$ cat config.mk
export PLATFORM = sky130hd
export DESIGN_NAME = pix_cell
export DESIGN_NICKNAME = d
export VERILOG_FILES = /design/src/rtl/pix_pkg.sv /design/src/rtl/pix_cfg_regs.sv /design/src/rtl/pix_clr_fsm.sv /design/src/rtl/pix_hit_mem.sv /design/src/rtl/pix_cell.sv
export SDC_FILE = /design/constraint.sdc
export NUM_CORES = 1
export LEC_CHECK = 0
export BUFFER_PORTS_ARGS = -buffer_cell sky130_fd_sc_hd__buf_2
export CAP_MARGIN = 10
export CORE_AREA = 5 5 42 44
export CTS_CLUSTER_DIAMETER = 100
export DETAILED_ROUTE_END_ITERATION = 6
export DIE_AREA = 0 0 47 49
export GPL_TIMING_DRIVEN = 1
export PLACE_DENSITY_LB_ADDON = 0.3
export SYNTH_ARGS = -nofsm -noshare
export SYNTH_HDL_FRONTEND = slang
export SYNTH_HIERARCHICAL = 1
export SYNTH_SLANG_ARGS = --single-unit
$ cat constraint.sdc
create_clock -name clk -period 1.1 [get_ports clk]
set_input_delay 0.165 -clock clk [delete_from_list [all_inputs] [get_ports clk]]
set_output_delay 0.165 -clock clk [all_outputs]
set_load 0.005 [all_outputs]
$ cat src/rtl/pix_pkg.sv
package pix_pkg;
    localparam int PIX_NMEM = 3;

    typedef enum logic [0:0] {
        CLR_IDLE  = 1'b0,
        CLR_ARMED = 1'b1
    } clr_state_t;
endpackage

$ cat src/rtl/pix_cfg_regs.sv
module pix_cfg_regs (
    input  logic clk,
    input  logic cfg_data,
    input  logic cfg_col,
    input  logic cfg_row,
    input  logic cfg_reg,
    output logic pulse_en,
    output logic mask_en
);
    logic wr_en;

    always_comb wr_en = cfg_col & cfg_row;

    always_ff @(posedge clk) begin
        if (wr_en && !cfg_reg) pulse_en <= cfg_data;
        if (wr_en &&  cfg_reg) mask_en  <= cfg_data;
    end
endmodule

$ cat src/rtl/pix_clr_fsm.sv
module pix_clr_fsm
    import pix_pkg::*;
(
    input  logic clk,
    input  logic prst_n,
    input  logic enc_clr,
    output logic clr_fire,
    output logic clr_armed
);
    clr_state_t cs, ns;

    // state register
    always_ff @(posedge clk or negedge prst_n) begin
        if (!prst_n) cs <= CLR_IDLE;
        else         cs <= ns;
    end

    // next state and outputs
    always_comb begin
        ns        = cs;
        clr_fire  = 1'b0;
        clr_armed = 1'b0;
        unique case (cs)
            CLR_IDLE: begin
                if (enc_clr) ns = CLR_ARMED;
            end
            CLR_ARMED: begin
                clr_armed = 1'b1;
                if (!enc_clr) begin
                    ns       = CLR_IDLE;
                    clr_fire = 1'b1;
                end
            end
            default: ns = CLR_IDLE;
        endcase
    end
endmodule

$ cat src/rtl/pix_hit_mem.sv
module pix_hit_mem #(
    parameter int NMEM = 3
) (
    input  logic            clk,
    input  logic            prst_n,
    input  logic [NMEM-1:0] set_vec,
    input  logic [NMEM-1:0] clr_vec,
    output logic [NMEM-1:0] mem_q
);
    for (genvar i = 0; i < NMEM; i++) begin : g_bit
        always_ff @(posedge clk or negedge prst_n) begin
            if (!prst_n)         mem_q[i] <= 1'b0;
            else if (clr_vec[i]) mem_q[i] <= 1'b0;
            else if (set_vec[i]) mem_q[i] <= 1'b1;
        end
    end
endmodule

$ cat src/rtl/pix_cell.sv
module pix_cell
    import pix_pkg::*;
#(
    parameter int NMEM = PIX_NMEM
) (
    input  logic            clk,
    input  logic            prst_n,
    input  logic            disc_n,
    input  logic [NMEM-1:0] strobe_n,
    input  logic [NMEM-1:0] memsel_n,
    input  logic            enc_clr,
    input  logic            cfg_data,
    input  logic            cfg_col,
    input  logic            cfg_row,
    input  logic            cfg_reg,
    input  logic            pulse_type,
    input  logic            pulse,
    output logic            state_out,
    output logic            apulse_out
);
    logic            pulse_en, mask_en;
    logic            clr_fire, clr_armed;
    logic            dpulse;
    logic [NMEM-1:0] sel_oh, set_vec, clr_vec, mem_q;

    pix_cfg_regs u_cfg (
        .clk      (clk),
        .cfg_data (cfg_data),
        .cfg_col  (cfg_col),
        .cfg_row  (cfg_row),
        .cfg_reg  (cfg_reg),
        .pulse_en (pulse_en),
        .mask_en  (mask_en)
    );

    pix_clr_fsm u_clr (
        .clk       (clk),
        .prst_n    (prst_n),
        .enc_clr   (enc_clr),
        .clr_fire  (clr_fire),
        .clr_armed (clr_armed)
    );

    // lowest active select wins
    always_comb begin
        sel_oh = '0;
        for (int i = NMEM - 1; i >= 0; i--) begin
            if (!memsel_n[i]) sel_oh = NMEM'(1) << i;
        end
    end

    always_comb begin
        dpulse     = pulse & pulse_en & ~pulse_type;
        apulse_out = pulse & pulse_en & pulse_type;
        set_vec    = ~strobe_n & {NMEM{~disc_n | dpulse}};
        clr_vec    = sel_oh & {NMEM{clr_fire}};
        state_out  = (|(mem_q & sel_oh)) & ~mask_en;
    end

    pix_hit_mem #(.NMEM(NMEM)) u_mem (
        .clk     (clk),
        .prst_n  (prst_n),
        .set_vec (set_vec),
        .clr_vec (clr_vec),
        .mem_q   (mem_q)
    );
endmodule

# ---- Word level (Yosys, flattened, before mapping)
# Cells that the tools add are included.
# W data, S select, Z words.
dict set report totals {
  reg_bits 6
  input_bits 16
  output_inout_bits 2
  wordCells 38
}
dict set report classes {
  muxes 12
  n_bitwise 13
  reduce_logical 7
}
# op count
set op_table {}
lappend op_table {{$and A3 B3 Y3} 3}
lappend op_table {{$mux W1} 9}
lappend op_table {{$mux W3} 3}
lappend op_table {{$reduce_bool A2 Y1} 3}
lappend op_table {{$and A1 B1 Y1} 5}
lappend op_table {{$not A1 Y1} 3}
lappend op_table {{$not A3 Y3} 1}
lappend op_table {{$reduce_or A3 Y1} 1}
lappend op_table {{$logic_and A1 B1 Y1} 2}
lappend op_table {{$logic_not A1 Y1} 1}
lappend op_table {{$or A1 B1 Y1} 1}

# ---- Longest topological paths before layout
# Gate-level depths: netlist of the first run.
dict set report depth {
  depth_word 6
  mapped_depth 4
}

# ---- Cells and area by module
# The synthesis of the first run kept the hierarchy.
# module n_inst cells_each area_each_um2
set modules_own_cells {}
lappend modules_own_cells {pix_hit_mem 1 6 105.1}
lappend modules_own_cells {pix_cell 1 13 76.3}
lappend modules_own_cells {pix_cfg_regs 1 4 76.3}
lappend modules_own_cells {pix_clr_fsm 1 2 38.8}

# ---- Least setup slack after synthesis of the first run
# No wires, ideal clock.
dict set report synth_path {
  path_kind {flip-flop to flip-flop}
  from {reg u_clr.cs}
  to {reg u_mem.mem_q[2]}
  t_arrival_ps 770
  required_ps 981
  slack_ps 211
  path_stages_with_launch 5
  path_buffers 0
  period_less_slack_ps 889
  path_cell_list {dfrtp_1 > nor2b_4 > nand2_1 > nor3b_1 > o21ba_1}
}
dict set report synth_via {
  elab_chain_cells 3
}
# item line
set synth_rtl {}
lappend synth_rtl {{start: declaration} pix_clr_fsm.sv:10} ;# clr_state_t cs, ns;
lappend synth_rtl {{start signal: assignment} pix_clr_fsm.sv:15} ;# else cs <= ns;
lappend synth_rtl {{$mux W1 *} pix_clr_fsm.sv:23} ;# unique case (cs)
lappend synth_rtl {{via clr_fire} pix_cell.sv:22} ;# logic clr_fire, clr_armed;
lappend synth_rtl {{$and A3 B3 Y3 *} pix_cell.sv:56} ;# clr_vec = sel_oh & {NMEM{clr_fire}};
lappend synth_rtl {{via clr_vec[2]} pix_cell.sv:24} ;# logic [NMEM-1:0] sel_oh, set_vec, clr_vec, mem_q;
lappend synth_rtl {{$mux W1 or $reduce_bool A2 Y1 (tied branches)} -}
lappend synth_rtl {{end signal: indexed assignment} pix_hit_mem.sv:12} ;# if (!prst_n) mem_q[i] <= 1'b0;
lappend synth_rtl {{end signal: indexed assignment} pix_hit_mem.sv:13} ;# else if (clr_vec[i]) mem_q[i] <= 1'b0;
lappend synth_rtl {{end signal: indexed assignment} pix_hit_mem.sv:14} ;# else if (set_vec[i]) mem_q[i] <= 1'b1;
lappend synth_rtl {{end: declaration} pix_hit_mem.sv:8} ;# output logic [NMEM-1:0] mem_q
# The timed path passes the listed nets; every way through them passes the cells marked *.
# A chain may end at the register's enable or synchronous reset.

# ---- Final worst setup path of the first run
dict set report layout_path {
  from {reg u_mem.mem_q[1]}
  to {out state_out}
}
dict set report layout_via {
  elab_chain_cells 3
}
# item line
set layout_rtl {}
lappend layout_rtl {{$and A3 B3 Y3} pix_cell.sv:57} ;# state_out = (|(mem_q & sel_oh)) & ~mask_en;
lappend layout_rtl {{$reduce_or A3 Y1} pix_cell.sv:57}
lappend layout_rtl {{$and A1 B1 Y1} pix_cell.sv:57}
lappend layout_rtl {{end: declaration} pix_cell.sv:18} ;# output logic state_out,
# No other way between the ends.

==> reports/qor.txt, run 1 <==
Reg2reg setup slack = 0.14 ns
PostCTS Resize Cnt = 0
# rows = 14
Ratio of cells with drive above 1 in the final layout = 0.4681
Clock transition at path regs = 0.04 ns
Core Util, Final = 0.3125
Lkg Pwr = 0.2091 nW
Die X = 47 µm
Fin cells = 63
Internal power = 0.4331 mW
Initial antenna violation count = 0
DR vias/cell = 4.079
Hold Fails Final Rpt = 0
GRT Util Overall = 0.05962
# IOs = 18
Worst ir drop on vdd = 0.5325 mV
Area contributors post-synth = dfrtp_1, edfxtp_1, o21ba_1, a21oi_1, nand3b_1
Post-DRT Antenna Nets = 0
Post-route worst setup slack = -0.1012 ns
Net Sw Frac = 0.2069
Fmax = 832.5 MHz
# setup viols final = 1
Yosys cell types = 15
Fillers = 164
Die ar. = 2303 µm²
CTS tree = built
Post-layout min period = 1.201 ns
CP arrival = 1.04 ns
Area fraction of the dominant cell type after synthesis = 0.3376
Psw = 0.1130 mW
Area grow syn2layout = 47.68%
Worst-path fanout max = 2
Final worst-path cycle share = 1.092
CTS H-tree depth = 1
Largest net degree at the start of global routing = 5
Nets = 64
First-pass GRT wire length = 917 µm
Clk sinks = 6
1st-pass router iterations = 2
Multi-input gate area = 136.4 µm²
IO Port Bufs = 17
Final count of pins violating max slew = 0
Max Cap Violations = 0
Total grt overflow = 0
Netlist Area Pre-Place = 296.5 µm²
Design area = 437.9 µm²
Worst hold slack = 0.08204 ns
Clk pwr share = 0.390
Vias = 257
Ant diodes = 0
Iter 0 DRT Violations = 2
FF/Latch Area = 160.2 µm²
Worst Setup End Kind = output pin
Syn Inst Count = 25
WL/cell = 9.556 µm
Mean Syn Cell Area = 11.86 µm²
Critical path type = flop to output pin
Flops & latches, synth = 6
Worst Skew = 0.006576 ns
Hold Crit Class = input pin to flop
# Post-CTS Setup Buffers = 0
Total power draw = 0.5461 mW
Die Ht = 49 µm
CORE AREA = 1401 µm²
Vias in the first global route = 265
Gate power share = 0.142
Largest area contributor in the netlist = dfrtp_1
Clock root buffer = clkbuf_4
CTS max path bufs = 2
Failing checks = negative setup slack
Initial Util = 0.2116
Yosys warning total = 6
Pre-CTS WS = 0.09717 ns
RSZ-0062 raised after global routing = yes
Sequential fraction of design power = 0.468
Nets in the synthesized netlist = 41
Critical Path Source Type = flop
Setup TNS = -0.1012 ns
# DRC = 0
CP Data Required Time = 0.94 ns
Worst slew margin = 0.8654
Cts bufs inserted = 3
Clk Latency, worst-skew pair = 0.24 ns
Worst-Margin Slew = 0.2006 ns
Routed WL = 602 µm
Post-DP Area = 401.6 µm²
Status = complete, but fails checks
Register area share after synthesis = 0.5401
Pwr Density = 1247 nW/µm²
Routability cong. = 0.6766
Dpl cells = 58
[flip-flops by register name (all words and copies together) (netlist names)]
| name | cells |
|---|---|
| u_cfg/pulse_en | 1 |
| u_cfg/mask_en | 1 |
| u_mem/mem_q | 3 |
| u_clr/cs | 1 |
[area by class of cell]
type | instances | share of cell area
Sequential cell | 6 | 0.3657
Timing Repair Buffer | 18 | 0.2171
Multi-Input combinational cell | 19 | 0.3114
Clock buffer | 4 | 0.06000
Tap cell | 16 | 0.04571
[worst paths after layout]
check,to,depth (start not counted),start
worst max-delay path,state_out,3,u_mem/mem_q[1]
worst min-delay path,u_clr/cs,1,enc_clr
worst max register to register,u_mem/mem_q[2],4,u_clr/cs
worst min register to register,u_mem/mem_q[1],1,u_mem/mem_q[1]
max in group asynchronous,u_mem/mem_q[2],2,prst_n
min in group asynchronous,u_mem/mem_q[0],2,prst_n
[synth_stat cells (all sizes together)]
cell / instances
nand2b: 1
nor2b: 2
nand2: 1
dfrtp: 4
nor3b: 1
o21ba: 3
edfxtp: 2
a21oi: 3
nand3b: 2
nor2: 2
a311oi: 1
and3b: 1
and3: 2
[timing repair]
item	in CTS	in global routing
pin swaps	1	0
gates cloned	0	0
endpoints found under the setup margin	1	1
endpoints found under the hold margin	4	0
hold buffers	1	0
[cells by family after synthesis]
group,share of synthesized area
and+or+nand+nor,0.2785
AOI/OAI and AO/OA,0.1814
DFF,0.5401
[layout by cell type, fill, tap and decap left out, drive strengths merged]
master	count
a21oi	3
a311oi	1
and3	2
and3b	1
buf	17
clkbuf	4
dfrtp	4
dlygate4sd3	1
edfxtp	2
nand2	1
nand2b	1
nand3b	2
nor2	2
nor2b	2
nor3b	1
o21ba	3
[power groups by stage]
stage | Clock [mW] | Sequential [mW] | Combinational [mW]
final | 0.213 | 0.256 | 0.0776
after global routing | 0.237 | 0.258 | 0.0872
after CTS | 0.225 | 0.256 | 0.0790
after detailed placement | 0 | 0.259 | 0.0762
after global placement | 0 | 0.260 | 0.0750
after floorplan | 0 | 0.258 | 0.0330
[routing by layer]
metal,part of all wire,GRT usage
met2,0.41,0.07919
met3,0.12,0.03321
met1,0.46,0.06306
met4,0.017,0.05530
met5,0,0
[worst max-delay path: stages (launching register included)]
cell	delay (ns)
dfrtp_1	0.34
nand2b_1	0.06
a311oi_1	0.25
buf_2	0.15
Power figures use the tool's default switching activity.
==> run 2: changes to the inputs <==
--- a/config.mk
+++ b/config.mk
@@ -11,7 +11,7 @@
 export CTS_CLUSTER_DIAMETER = 100
 export DETAILED_ROUTE_END_ITERATION = 6
 export DIE_AREA = 0 0 47 49
-export GPL_TIMING_DRIVEN = 1
+export GPL_TIMING_DRIVEN = 0
 export PLACE_DENSITY_LB_ADDON = 0.3
 export SYNTH_ARGS = -nofsm -noshare
 export SYNTH_HDL_FRONTEND = slang
==> constraint.sdc (replaced) <==
create_clock -name clk -period 1.2 [get_ports clk]
set_input_delay 0.18 -clock clk [delete_from_list [all_inputs] [get_ports clk]]
set_output_delay 0.18 -clock clk [all_outputs]
set_load 0.005 [all_outputs]
==> reports/qor.txt, run 2 (same netlist as run 1, synthesis figures left out) <==
Largest net degree at the start of global routing = 5
Pwr Density = 1151 nW/µm²
Worst-path fanout max = 2
Worst-Margin Slew = 0.1956 ns
Clock transition at path regs = 0.05 ns
# DRC = 0
Failing checks = negative setup slack
Initial Util = 0.2116
GRT Util Overall = 0.06170
Fillers = 164
IO Port Bufs = 17
Post-DRT Antenna Nets = 0
PostCTS Resize Cnt = 0
Area grow syn2layout = 47.68%
1st-pass router iterations = 4
Clock root buffer = clkbuf_4
Worst Path Buf+Inv = 1
Max Cap Violations = 0
Clk sinks = 6
Ant diodes = 0
Vias in the first global route = 274
WL/cell = 10.06 µm
# Post-CTS Setup Buffers = 0
Kind of cell adding the most delay to the critical path = flip-flops
CTS H-tree depth = 1
Status = complete, but fails checks
CORE AREA = 1401 µm²
Fmax = 827.0 MHz
DR vias/cell = 4.032
Origin of the critical flop-to-flop path = u_clr/cs
Die Ht = 49 µm
Setup TNS = -0.009184 ns
Worst Setup End Kind = output pin
Total grt overflow = 0
Slowest stage cell, crit path = dfrtp_1
Lkg Pwr = 0.2091 nW
Hold path start = enc_clr
Worst ir drop on vdd = 0.4143 mV
Post-layout min period = 1.209 ns
Die X = 47 µm
CTS max path bufs = 2
Post-route worst setup slack = -0.009184 ns
CP arrival = 1.03 ns
Routed WL = 634 µm
Initial antenna violation count = 0
Cell chain of the critical path = nand2b_1, a311oi_1, buf_2
Worst slew margin = 0.8687
Clk Latency, worst-skew pair = 0.24 ns
Number of flip-flops in the largest register = 3
Iter 0 DRT Violations = 4
# rows = 14
Most frequent cells in the layout = buf_2, dfrtp_1, a21oi_1, clkbuf_4, o21ba_1
CP Data Required Time = 1.02 ns
Ratio of cells with drive above 1 in the final layout = 0.4681
CP startpoint = u_mem/mem_q[1]
Hold Fails Final Rpt = 0
Die ar. = 2303 µm²
Final worst-path cycle share = 1.008
Hold Crit Class = input pin to flop
# IOs = 18
Fin cells = 63
Critical path type = flop to output pin
Nets = 64
Routability cong. = 0.6858
Worst Skew = 0.001562 ns
Core Util, Final = 0.3125
CTS tree = built
Reg2reg setup slack = 0.24 ns
Dpl cells = 58
Cts bufs inserted = 3
Final count of pins violating max slew = 0
Commonest non-fill, non-tap cell in the layout = buf_2
Critical Path Source Type = flop
Largest register by flop count = u_mem/mem_q
# setup viols final = 1
Vias = 254
CP peak stage delay = 0.34 ns
First-pass GRT wire length = 1.014 mm
RSZ-0062 raised after global routing = yes
## run 2: cell counts in the layout (fill, tap and decap cells not counted)
No cell type changed its count.
## run 2: layer usage
metal  share of wire  track usage  up-vias
li1                -            -      137
met1            0.39      0.08090      106
met2            0.46      0.08597       11
met3            0.15      0.01476        0
met4               0      0.04147        0
met5               0            0        -
## run 2: path summary, 6_finish.rpt
check | endpoint | cells after the start
max | state_out | 3
max in group asynchronous | u_mem/mem_q[1] | 2
max reg2reg | u_mem/mem_q[2] | 4
min reg2reg | u_mem/mem_q[2] | 1
min in group asynchronous | u_mem/mem_q[0] | 2
min | u_clr/cs | 1
## run 2: repair_timing
item | 4_1_cts | 5_1_grt
setup endpoints to repair | 1 | 1
endpoints found under the hold margin | 4 | 0
pin swaps | 1 | 0
hold buffers | 1 | 0
## run 2: final cells by class
class | instances | area, µm² | share of cell area
Clock buffer | 4 | 26.28 | 0.06000
Multi-Input combinational cell | 19 | 136.4 | 0.3114
Sequential cell | 6 | 160.2 | 0.3657
Tap cell | 16 | 20.02 | 0.04571
Timing Repair Buffer | 18 | 95.09 | 0.2171
## run 2: metrics by stage
step / power, mW / setup WS, ns / instance area, µm² / hold WS, ns
final: 0.5041 / -0.009184 / 437.9 / 0.09449
after global routing: 0.5315 / -0.08395 / 437.9 / 0.08985
after CTS: 0.5151 / -0.02610 / 437.9 / 0.08577
after detailed placement: 0.3086 / 0.1850 / 401.6 / -0.005378
after global placement: 0.3066 / 0.1543 / 401.6 / -0.008607
after floorplan: 0.2668 / 0.3111 / 296.5 / -0.1156
## run 2: where the power goes
group | leakage [nW] | switching, mW | internal (mW) | total (mW)
logic | 0.134 | 0.0280 | 0.0433 | 0.0713
registers | 0.0603 | 0.00687 | 0.228 | 0.235
clock network | 0.0150 | 0.0721 | 0.126 | 0.198
